$ cat src/rtl/vseq_pkg.sv
package vseq_pkg;

  localparam logic [5:0] LOC_ADR3 = 6'd42;
  localparam logic [5:0] LOC_ADR2 = 6'd43;
  localparam logic [5:0] LOC_ADR1 = 6'd44;
  localparam logic [5:0] LOC_ADR0 = 6'd45;
  localparam logic [5:0] LOC_ACTL = 6'd46;
  localparam logic [5:0] LOC_STAT = 6'd47;
  localparam logic [5:0] LOC_DATA = 6'd48;

  typedef enum logic [3:0] {
    ST_A3, ST_A2, ST_A1, ST_A0, ST_CTRL, ST_WDAT, ST_GO, ST_POLL, ST_RDAT, ST_END
  } step_t;

  typedef enum logic [1:0] {M_IDLE, M_ISSUE, M_WAIT, M_FIN} mst_t;

  typedef enum logic [1:0] {IO_IDLE, IO_SETUP, IO_STB, IO_HOLD} io_ph_t;

  function automatic logic [5:0] rev6(input logic [5:0] v);
    logic [5:0] r;
    for (int i = 0; i < 6; i++) r[i] = v[5-i];
    return r;
  endfunction

  // bit i of the mask selects data location LOC_DATA+i
  function automatic logic [3:0] lane_mask(input logic one, input logic four,
                                           input logic odd);
    if (four)     return 4'b1111;
    else if (!one) return 4'b1100;
    else if (odd)  return 4'b1000;
    else           return 4'b0100;
  endfunction

endpackage

$ cat src/rtl/vseq_iocyc.sv
module vseq_iocyc
  import vseq_pkg::*;
#(
  parameter int STB_CYCLES = 2
) (
  input  logic       clk,
  input  logic       rst_n,
  input  logic       start,
  input  logic       op_wr,
  input  logic [5:0] op_addr,
  input  logic [7:0] op_data,
  output logic       io_done,
  output logic [7:0] io_rdata,
  output logic [5:0] ctl_addr,
  output logic [7:0] ctl_dout,
  output logic       ctl_doe,
  output logic       ctl_wr_n,
  output logic       ctl_ds_n,
  input  logic [7:0] ctl_din
);

  localparam int SCW = (STB_CYCLES > 1) ? $clog2(STB_CYCLES) : 1;
  localparam logic [SCW-1:0] STB_LAST = SCW'(STB_CYCLES - 1);

  io_ph_t         ph_q;
  logic [SCW-1:0] cnt_q;
  logic           wr_q;
  logic [5:0]     addr_q;
  logic [7:0]     data_q;

  always_ff @(posedge clk or negedge rst_n) begin
    if (!rst_n) begin
      ph_q     <= IO_IDLE;
      cnt_q    <= '0;
      wr_q     <= 1'b0;
      addr_q   <= '0;
      data_q   <= '0;
      io_rdata <= '0;
    end else begin
      unique case (ph_q)
        IO_IDLE: if (start) begin
          wr_q   <= op_wr;
          addr_q <= op_addr;
          data_q <= op_data;
          ph_q   <= IO_SETUP;
        end
        IO_SETUP: begin
          cnt_q <= '0;
          ph_q  <= IO_STB;
        end
        IO_STB: begin
          if (cnt_q == STB_LAST) begin
            if (!wr_q) io_rdata <= ctl_din;
            ph_q <= IO_HOLD;
          end else begin
            cnt_q <= cnt_q + 1'b1;
          end
        end
        default: ph_q <= IO_IDLE;
      endcase
    end
  end

  logic active;
  assign active   = (ph_q != IO_IDLE);
  assign ctl_addr = addr_q;
  assign ctl_dout = data_q;
  assign ctl_doe  = active & wr_q;
  assign ctl_wr_n = ~(active & wr_q);
  assign ctl_ds_n = (ph_q != IO_STB);
  assign io_done  = (ph_q == IO_HOLD);

endmodule

$ cat src/rtl/vseq_shadow.sv
module vseq_shadow #(
  parameter logic [7:0] BASE_OFF = 8'h10
) (
  input  logic        clk,
  input  logic        rst_n,
  input  logic        req_write,
  input  logic [31:0] req_addr,
  input  logic [7:0]  req_byte,
  input  logic        capture,
  output logic        base_hit,
  input  logic [23:0] cur_hi,
  output logic [23:0] eff_hi
);

  localparam int NSH = 3;

  logic [7:0] off;
  logic       hi_zero;
  logic [7:0] sh_q [NSH];

  assign off      = req_addr[7:0] - BASE_OFF;
  assign hi_zero  = (req_addr[31:8] == '0);
  assign base_hit = req_write & hi_zero & (off < 8'(NSH));

  for (genvar k = 0; k < NSH; k++) begin : g_sh
    always_ff @(posedge clk or negedge rst_n) begin
      if (!rst_n)                               sh_q[k] <= '0;
      else if (capture && off == 8'(k))         sh_q[k] <= req_byte;
    end
  end

  assign eff_hi = (cur_hi == '0) ? {sh_q[0], sh_q[1], sh_q[2]} : cur_hi;

endmodule

$ cat src/rtl/vseq_lanes.sv
module vseq_lanes (
  input  logic [3:0]  mask,
  input  logic [1:0]  cur,
  input  logic        one,
  input  logic [31:0] wdata,
  output logic [1:0]  first,
  output logic [1:0]  nxt,
  output logic        has_nxt,
  output logic [7:0]  wbyte
);

  logic [7:0] lane_b [4];

  for (genvar i = 0; i < 4; i++) begin : g_lane
    assign lane_b[i] = one ? wdata[7:0] : wdata[8*(3-i) +: 8];
  end

  assign wbyte = lane_b[cur];

  always_comb begin
    first   = 2'd0;
    nxt     = 2'd0;
    has_nxt = 1'b0;
    for (int i = 3; i >= 0; i--) begin
      if (mask[i]) first = 2'(i);
      if (mask[i] && 2'(i) > cur) begin
        nxt     = 2'(i);
        has_nxt = 1'b1;
      end
    end
  end

endmodule

$ cat src/rtl/vme_seq_master.sv
module vme_seq_master
  import vseq_pkg::*;
#(
  parameter int         STB_CYCLES = 2,
  parameter int         POLL_LIMIT = 64,
  parameter logic [7:0] BASE_OFF   = 8'h10
) (
  input  logic        clk,
  input  logic        rst_n,
  input  logic        req_valid,
  output logic        req_ready,
  input  logic [31:0] req_addr,
  input  logic [5:0]  req_am,
  input  logic        req_write,
  input  logic [1:0]  req_size,
  input  logic [31:0] req_wdata,
  output logic        done,
  output logic [31:0] rsp_rdata,
  output logic        rsp_berr,
  output logic        rsp_tmo,
  output logic [5:0]  ctl_addr,
  output logic [7:0]  ctl_dout,
  output logic        ctl_doe,
  input  logic [7:0]  ctl_din,
  output logic        ctl_wr_n,
  output logic        ctl_ds_n
);

  localparam int PCW = $clog2(POLL_LIMIT + 1);
  localparam logic [PCW-1:0] PLIM = PCW'(POLL_LIMIT);

  mst_t           mst_q;
  step_t          step_q;
  logic [31:0]    a_q;
  logic [5:0]     am_q;
  logic           wr_q, one_q, four_q;
  logic [31:0]    wd_q;
  logic [1:0]     lane_q;
  logic [PCW-1:0] pcnt_q;
  logic           berr_q, tmo_q;
  logic [31:0]    acc_q;

  logic           accept, base_hit;
  logic [23:0]    eff_hi;
  logic [3:0]     mask;
  logic [1:0]     first_l, nxt_l;
  logic           has_nxt;
  logic [7:0]     wbyte;
  logic           io_start, io_done;
  logic [7:0]     io_rdata;
  logic           op_wr;
  logic [5:0]     op_addr;
  logic [7:0]     op_data;

  assign req_ready = (mst_q == M_IDLE);
  assign accept    = req_valid & req_ready;
  assign done      = (mst_q == M_FIN);
  assign io_start  = (mst_q == M_ISSUE);
  assign mask      = lane_mask(one_q, four_q, a_q[0]);

  vseq_shadow #(.BASE_OFF(BASE_OFF)) u_shadow (
    .clk(clk), .rst_n(rst_n),
    .req_write(req_write), .req_addr(req_addr), .req_byte(req_wdata[7:0]),
    .capture(accept & base_hit), .base_hit(base_hit),
    .cur_hi(a_q[31:8]), .eff_hi(eff_hi)
  );

  vseq_lanes u_lanes (
    .mask(mask), .cur(lane_q), .one(one_q), .wdata(wd_q),
    .first(first_l), .nxt(nxt_l), .has_nxt(has_nxt), .wbyte(wbyte)
  );

  vseq_iocyc #(.STB_CYCLES(STB_CYCLES)) u_io (
    .clk(clk), .rst_n(rst_n), .start(io_start),
    .op_wr(op_wr), .op_addr(op_addr), .op_data(op_data),
    .io_done(io_done), .io_rdata(io_rdata),
    .ctl_addr(ctl_addr), .ctl_dout(ctl_dout), .ctl_doe(ctl_doe),
    .ctl_wr_n(ctl_wr_n), .ctl_ds_n(ctl_ds_n), .ctl_din(ctl_din)
  );

  // operation for the current step
  always_comb begin
    op_wr   = 1'b1;
    op_addr = LOC_STAT;
    op_data = '0;
    unique case (step_q)
      ST_A3:   begin op_addr = LOC_ADR3; op_data = eff_hi[23:16]; end
      ST_A2:   begin op_addr = LOC_ADR2; op_data = eff_hi[15:8];  end
      ST_A1:   begin op_addr = LOC_ADR1; op_data = eff_hi[7:0];   end
      ST_A0:   begin op_addr = LOC_ADR0; op_data = {a_q[7:1], 1'b0}; end
      ST_CTRL: begin op_addr = LOC_ACTL; op_data = {~four_q, ~wr_q, rev6(am_q)}; end
      ST_WDAT: begin op_addr = LOC_DATA + {4'd0, lane_q}; op_data = wbyte; end
      ST_GO:   begin
        op_addr = LOC_STAT;
        op_data = {5'd0, 1'b1, one_q ? ~a_q[0] : 1'b1, one_q ? a_q[0] : 1'b1};
      end
      ST_POLL: begin op_wr = 1'b0; op_addr = LOC_STAT; end
      ST_RDAT: begin op_wr = 1'b0; op_addr = LOC_DATA + {4'd0, lane_q}; end
      default: begin op_addr = LOC_STAT; op_data = '0; end
    endcase
  end

  always_ff @(posedge clk or negedge rst_n) begin
    if (!rst_n) begin
      mst_q     <= M_IDLE;
      step_q    <= ST_A3;
      a_q       <= '0;
      am_q      <= '0;
      wr_q      <= 1'b0;
      one_q     <= 1'b0;
      four_q    <= 1'b0;
      wd_q      <= '0;
      lane_q    <= '0;
      pcnt_q    <= '0;
      berr_q    <= 1'b0;
      tmo_q     <= 1'b0;
      acc_q     <= '0;
      rsp_rdata <= '0;
      rsp_berr  <= 1'b0;
      rsp_tmo   <= 1'b0;
    end else begin
      unique case (mst_q)
        M_IDLE: if (accept) begin
          a_q    <= req_addr;
          am_q   <= req_am;
          wr_q   <= req_write;
          one_q  <= (req_size == 2'd0);
          four_q <= req_size[1];
          wd_q   <= req_wdata;
          berr_q <= 1'b0;
          tmo_q  <= 1'b0;
          acc_q  <= '0;
          step_q <= ST_A3;
          if (base_hit) begin
            rsp_rdata <= '0;
            rsp_berr  <= 1'b0;
            rsp_tmo   <= 1'b0;
            mst_q     <= M_FIN;
          end else begin
            mst_q <= M_ISSUE;
          end
        end
        M_ISSUE: mst_q <= M_WAIT;
        M_WAIT: if (io_done) begin
          mst_q <= M_ISSUE;
          unique case (step_q)
            ST_A3:   step_q <= ST_A2;
            ST_A2:   step_q <= ST_A1;
            ST_A1:   step_q <= ST_A0;
            ST_A0:   step_q <= ST_CTRL;
            ST_CTRL: begin
              if (wr_q) begin
                step_q <= ST_WDAT;
                lane_q <= first_l;
              end else begin
                step_q <= ST_GO;
              end
            end
            ST_WDAT: begin
              if (has_nxt) lane_q <= nxt_l;
              else         step_q <= ST_GO;
            end
            ST_GO: begin
              step_q <= ST_POLL;
              pcnt_q <= PCW'(1);
            end
            ST_POLL: begin
              if (io_rdata[1]) begin
                berr_q <= 1'b1;
                step_q <= ST_END;
              end else if (io_rdata[0]) begin
                if (!wr_q) begin
                  step_q <= ST_RDAT;
                  lane_q <= first_l;
                end else begin
                  step_q <= ST_END;
                end
              end else if (pcnt_q == PLIM) begin
                tmo_q  <= 1'b1;
                step_q <= ST_END;
              end else begin
                pcnt_q <= pcnt_q + 1'b1;
              end
            end
            ST_RDAT: begin
              if (one_q) acc_q[7:0] <= io_rdata;
              else       acc_q[{~lane_q, 3'b000} +: 8] <= io_rdata;
              if (has_nxt) lane_q <= nxt_l;
              else         step_q <= ST_END;
            end
            default: begin
              mst_q     <= M_FIN;
              rsp_berr  <= berr_q;
              rsp_tmo   <= tmo_q;
              rsp_rdata <= (berr_q | tmo_q | wr_q) ? 32'd0 : acc_q;
            end
          endcase
        end
        default: mst_q <= M_IDLE;
      endcase
    end
  end

endmodule

$ cat config.mk
export PLATFORM = sky130hd
export DESIGN_NAME = vme_seq_master
export DESIGN_NICKNAME = d
export VERILOG_FILES = /design/src/rtl/vseq_pkg.sv /design/src/rtl/vseq_iocyc.sv /design/src/rtl/vseq_shadow.sv /design/src/rtl/vseq_lanes.sv /design/src/rtl/vme_seq_master.sv
export SDC_FILE = /design/constraint.sdc
export NUM_CORES = 1
export LEC_CHECK = 0
export ABC_AREA = 1
export BUFFER_PORTS_ARGS = -buffer_cell sky130_fd_sc_hd__buf_2
export CAP_MARGIN = 0
export CORE_ASPECT_RATIO = 0.6
export CORE_UTILIZATION = 50
export DETAILED_ROUTE_END_ITERATION = 10
export PLACE_DENSITY = 0.71
export SYNTH_ARGS = -nofsm -noshare
export SYNTH_HDL_FRONTEND = slang
export SYNTH_SLANG_ARGS = --single-unit
$ cat constraint.sdc
create_clock -name clk -period 2.2 [get_ports clk]
set_input_delay 0.55 -clock clk [delete_from_list [all_inputs] [get_ports clk]]
set_output_delay 0.55 -clock clk [all_outputs]
set_load 0.02 [all_outputs]
# --- Word level (Yosys, flattened, before mapping) ---
# Index checks and enable logic that the tools add are counted.
classes:
  n_addsub: 5
  magnitude_cmp: 6
  n_eq_ne: 42
  n_shift: 2
  muxes: 90
  bitwise: 14
  reduce_logical: 35
op_table:
  columns: ["operator", "count"]
  rows:
  - ["$mux 32", 8]
  - ["$pmux 32 s2", 2]
  - ["$pmux 8 s7", 1]
  - ["$logic_not 24->1", 2]
  - ["$mux 24", 2]
  - ["$mux 8", 6]
  - ["$mux 2", 20]
  - ["$mux 4", 10]
  - ["$pmux 4 s9", 1]
  - ["$pmux 6 s6", 1]
  - ["$bwmux 32", 1]
  - ["$shift 8x7->32 const A", 1]
  - ["$shiftx 8x7->32", 1]
  - ["$ne 2x2->1 const B", 14]
  - ["$mux 1", 24]
  - ["$mux 7", 3]
  - ["$pmux 2 s3", 3]
  - ["$bmux 8 s2", 1]
  - ["$eq 4x3->1 const B", 4]
  - ["$reduce_and 5->1", 3]
  - ["$ne 2x1->1 const B", 7]
  - ["$pmux 7 s2", 1]
  - ["$reduce_and 7->1", 2]
  - ["$ne 10x2->1 const B", 1]
  - ["other kinds (39)", 75]
totals:
  ff_bits: 206
  input_bits: 84
  out_inout_bits: 53
  elab_cells: 220

# --- Logic depth before layout (Yosys ltp) ---
depth:
  word_depth: 12
  depth_mapped: 12
  ltp_nobuf: 11

# --- By module ---
# From an unflattened synthesis, not the netlist that was laid out.
unflattened:
  hier_cells: 1382
  hier_area_um2: 10341.2
by_module_without_submodules:
  columns: ["module", "n_inst", "cells_each", "area_per_inst_um2"]
  rows:
  - ["vme_seq_master", 1, 918, 7143.1]
  - ["vseq_shadow", 1, 223, 1564.0]
  - ["vseq_iocyc", 1, 129, 1157.4]
  - ["vseq_lanes", 1, 112, 476.7]

# --- Worst setup path after synthesis ---
# OpenSTA, ideal clock, no wires.
synth_path:
  path_type: "reg2reg"
  start: "register lane_q[0]"
  end: "register step_q[3]"
  setup_ns: 0.119
  arrival_ns: 1.782
  required_time_ns: 2.081
  setup_slack_ns: 0.299
  path_stages_with_launch: 12
  path_buffers: 1
  synth_period_minus_slack_ns: 1.901
  cell_sequence: "dfrtp_1 inv_1 clkbuf_1 ha_1 inv_1 nand3_1 nand2_1 o21ai_0 nand2_1 nand2_1 nand2_1 o21a_1"
synth_via:
  elab_chain_cells: 8
  elab_cells_between_ends: 15
  cone_classes: "order compare: 4; eq/ne: 2; mux: 4; reduce/logical: 5"
synth_rtl:
  columns: ["element", "line", "text"]
  rows:
  - ["start: declaration", "vme_seq_master.sv:38", "logic [1:0] lane_q;"]
  - ["start signal: assignment", "vme_seq_master.sv:154", "lane_q <= first_l;"]
  - ["start signal: assignment", "vme_seq_master.sv:160", "if (has_nxt) lane_q <= nxt_l;"]
  - ["start signal: assignment", "vme_seq_master.sv:174", "lane_q <= first_l;"]
  - ["$gt 2x2->1", "vseq_lanes.sv:26", "if (mask[i] && 2'(i) > cur) begin"]
  - ["$logic_and 1x1->1", "vseq_lanes.sv:26", null]
  - ["$mux 1 (3 in series)", "vseq_lanes.sv:26", null]
  - ["$mux 1 (*)", "vseq_lanes.sv:26", null]
  - ["$ne 3x3->1 (no line)", null, null]
  - ["$reduce_and 7->1 (no line) (*)", null, null]
  - ["end signal: assignment", "vme_seq_master.sv:106", "step_q <= ST_A3;"]
  - ["end signal: assignment", "vme_seq_master.sv:133", "step_q <= ST_A3;"]
  - ["end signal: assignment", "vme_seq_master.sv:147", "ST_A3: step_q <= ST_A2;"]
  - ["end: declaration", "vme_seq_master.sv:33", "step_t step_q;"]
# Every way passes the cells marked *; elsewhere a longest branch is shown, timed or not.
# A chain may end at the register's enable or synchronous reset.

# --- Worst setup path in the final report ---
layout_path:
  start: "register u_io.ph_q[0]"
  end: "output ctl_wr_n"
layout_via:
  elab_chain_cells: 3
layout_rtl:
  columns: ["element", "line", "text"]
  rows:
  - ["start: declaration", "vseq_iocyc.sv:25", "io_ph_t ph_q;"]
  - ["start signal: assignment", "vseq_iocyc.sv:33", "ph_q <= IO_IDLE;"]
  - ["start signal: assignment", "vseq_iocyc.sv:45", "ph_q <= IO_SETUP;"]
  - ["start signal: assignment", "vseq_iocyc.sv:49", "ph_q <= IO_STB;"]
  - ["$reduce_bool 2->1", "vseq_iocyc.sv:65", "assign active = (ph_q != IO_IDLE);"]
  - ["$and 1x1->1", "vseq_iocyc.sv:69", "assign ctl_wr_n = ~(active & wr_q);"]
  - ["$not 1->1", "vseq_iocyc.sv:69", null]
  - ["end: declaration", "vme_seq_master.sv:25", "output logic ctl_wr_n,"]
# Every way passes these cells.

==> summary.md <==
| Metric | Value |
|---|---|
| Placer Congestion | `slightly above 0.9` |
| Flop-to-flop setup slack | `~0.19 ns` |
| Setup CP Type | `reg2out` |
| Number of vias after detailed routing | `between 9000 and 10000` |
| Post-route clock period utilization | `0.942` |
| Slew headroom | `0.611` |
| # setup viols final | `0` |
| Deepest clock path buffer count | `3` |
| Arrival time at the worst endpoint | `roughly 1.5 ns` |
| Count of H-tree levels built during CTS | `1` |
| Largest net degree at the start of global routing | `slightly below 70` |
| Placed wire-length estimate after detailed placement | `between 20 and 25 mm` |
| Hold_buf cts | `0` |
| Finished Core Util | `0.615` |
| Overall routed net length | `about 28 mm` |
| Total GRT Usage | `0.272` |
| Basic-gate share of the synthesized area counting and, or, nand and nor cells | `0.261` |
| Yosys Warn Count | `0` |
| Die footprint | `20900 um^2` |
| Number of antenna violations at the first check in global routing | `0` |
| Launching point of the worst reg2reg path | `mst_q[0]` |
| Largest family of logic cells by synthesized area | `simple AND/OR/NAND/NOR gates` |
| Setup TNS | `0 ns` |
| Clock buffers created by TritonCTS | `20` |
| Leakage power | `6.11 nW` |
| Clock skew | `0.0116 ns` |
| Num ports | `between 100 and 150` |
| Post-synthesis mux area share | `0.00554` |
| Overall Power | `around 15 mW` |
| Fraction of the mapped netlist area in compound gates | `0.118` |
| Peak Freq | `0.483 GHz` |
| Most used DFF post-synth | `dfrtp_1` |
| Async set-reset flop share out of synthesis | `1.00` |
| Shortest clock period the worst path allows after layout | `around 2.1 ns` |
| Clock-pin transition on the worst setup and hold timing paths | `roughly 0.060 ns` |
| Main area contributors after synthesis | `dfrtp_1 51%, nand2_1 13%, inv_1 6.5%` |
| Worst ir drop on vdd | `~740 uV` |
| Pre-Repair DR Iteration Count | `5` |
| Final cell count without fillers | `~1700` |
| Pins Over Slew Limit | `0` |
| Count of antenna diodes in the layout | `0` |
| Count of cells along the worst register-to-register path | `11` |
| Adder-cell share of the synthesized area | `0.0135` |
| Worst setup path end | `ctl_wr_n` |
| Met2 capacity usage during global routing | `0.345` |
| Violation count after the first detailed-route iteration | `roughly 940` |
| Die outline width | `186 um` |
| Power density relative to cell area | `about 1300 nW/um^2` |
| Number of core rows | `39` |
| Area of the mapped netlist | `just over 10000 um^2` |
| Synthesis-to-finish area growth | `17.7%` |
| Distinct cell type count after synthesis | `39` |
| CP startpoint kind | `flip-flop` |
| Share of the synthesized area in the top cell type | `0.507` |
| Cells after Synth | `between 1000 and 1500` |
| Run status | `completed` |
| Input/output buffers | `~140` |
| CP required | `1.65 ns` |
| DR WL/cell | `16.1 um` |
| NumNets Final | `around 1500` |
| Worst min-delay path class | `in2async` |
| Source-to-sink clock delay at the later pin of the worst-skew pair | `about 0.49 ns` |
| Clock net sink count | `between 200 and 250` |
| Vias per std cell | `about 5.3` |
| Worst reg2reg path endpoint | `acc_q[13]` |
| Drt drc | `0` |
| Highest net fanout along the worst path | `3` |
| Global-route wire length before repair | `between 40 and 50 mm` |
| Least-Margin Pin Slew | `0.581 ns` |
| Count of placed standard cells including taps | `1680` |
| Top cells by count, synth | `363 x nand2_1, 206 x dfrtp_1, 175 x inv_1` |
| Initial Util | `0.522` |
| Fraction of the yosys area taken by sequential cells | `0.507` |
| Post-synthesis register bit count | `206` |
| Critical Path Start | `u_io.ph_q[0]` |
| Worst hold slack | `slightly above 0.008 ns` |
| Leftover overflow at the end of global routing | `0` |
| Most crowded layer after global routing | `met1` |
| XOR/XNOR Fraction of Synth Area | `0.00172` |
| Cell with the most instances after synthesis | `nand2_1` |
| Unrepaired setup endpoints after global routing | `no` |
| Cell taking the most area after synthesis | `dfrtp_1` |
| # Max-Cap Violations | `0` |
| Nature of the critical path endpoint | `primary output` |
| Syn nets | `about 1400` |
| CTS tree | `built` |
| Final Hold Violating Endpoints | `0` |
| Vias in the first global route | `a little over 8000` |
| Die height | `roughly 110 um` |
| Average cell area after synthesis | `about 8 um^2` |
| Root buffer selected by CTS | `clkbuf_16` |
| Share of final-layout standard cells stronger than drive strength 1 | `0.192` |
| Met3 Usage GRT | `0.0659` |
| Met1 demand-to-capacity share in global routing | `0.459` |
| Post-synth EDFFs | `0` |
| Area inside the core boundary | `~20000 um^2` |
| Final ANT Viol Nets | `0` |
[layer usage]
| layer | vias up | routed length, um |
|---|---|---|
| met5 | - | 0 |
| li1 | 4407 | - |
| met2 | 408 | 10200 |
| met1 | 4278 | 14000 |
| met3 | 33 | 2950 |
| met4 | 0 | 382 |
[final cells by class]
type | instances | area [um^2]
fillers | 1736 | 7500
flip-flops and latches | 206 | 5150
multi-input cells | 850 | 4080
repair buffers | 176 | 1050
inverters | 182 | 686
clock buffers | 31 | 633
well taps | 266 | 333
clock inverters | 5 | 25.0
[sequential cells by signal, summed over array words and instances (netlist names), 2 cells and up]
register       cells
am_q               6
lane_q             2
u_io.ctl_addr      6
mst_q              2
a_q               32
step_q             4
acc_q             32
u_io.ph_q          2
rsp_rdata         32
pcnt_q             7
u_io.ctl_dout      8
u_shadow.sh_q     24
u_io.io_rdata      8
wd_q              32
[through the flow]
stage	worst slack, ns	instance area, um^2
after detailed placement	-0.0351	11300
after floorplan	0.299	10200
after global placement	0.0696	11300
after CTS	0.123	12000
final	0.128	12000
after global routing	0.00586	12000
[worst min path at each step]
stage                     cells after the start                to  slack (ns)
after floorplan                               0            a_q[0]        0.25
after global placement                        1  u_io.ctl_addr[5]        0.45
after detailed placement                      1  u_io.ctl_addr[5]        0.45
after CTS                                     1          wd_q[22]        0.01
after global routing                          1           wd_q[3]        0.03
final                                         1           wd_q[3]       0.008
[report_power, final]
group | switching [mW] | leakage (nW) | internal [mW]
clock | 1.46 | 0.332 | 1.98
combinational | 3.98 | 3.08 | 1.86
sequential | 0.817 | 2.70 | 4.95
[critical path: stages, from the launching register on]
cell	delay, ns
dfrtp_1	0.38
inv_1	0.09
ha_1	0.21
nor2_1	0.15
inv_1	0.05
buf_2	0.15
[cells in the final DEF, fill, tap and decap left out, types with 6 or more instances in the layout]
cell type  count
ha_1          11
buf_4         35
inv_1        173
a21oi_1       31
or2_2         34
dfrtp_1      206
inv_2          6
nand4_1       37
o31ai_1        9
o21ai_0      112
clkbuf_8       8
nor3_1         8
nor2_1        67
buf_2        135
o21ai_1       59
clkbuf_16     21
nand2_1      361
nand3_1       75
[what timing repair did]
item                                   CTS  global route
endpoints found under the hold margin    0             0
buffers inserted                         0             0
setup endpoints to repair                0             6
resized for setup                        0             2
[cells by family (layout without fill, tap and decap cells)]
family / count (synthesis) / in the layout
multiplexers: 5 / 5
buffers and inverters: 235 / 394
AND/OR/NAND/NOR: 605 / 605
XOR/XNOR: 2 / 2
adder cells (fa/ha/maj): 11 / 11
flip-flops: 206 / 206
AO/OA/AOI/OAI: 227 / 227
Power figures use the tool's default switching activity.
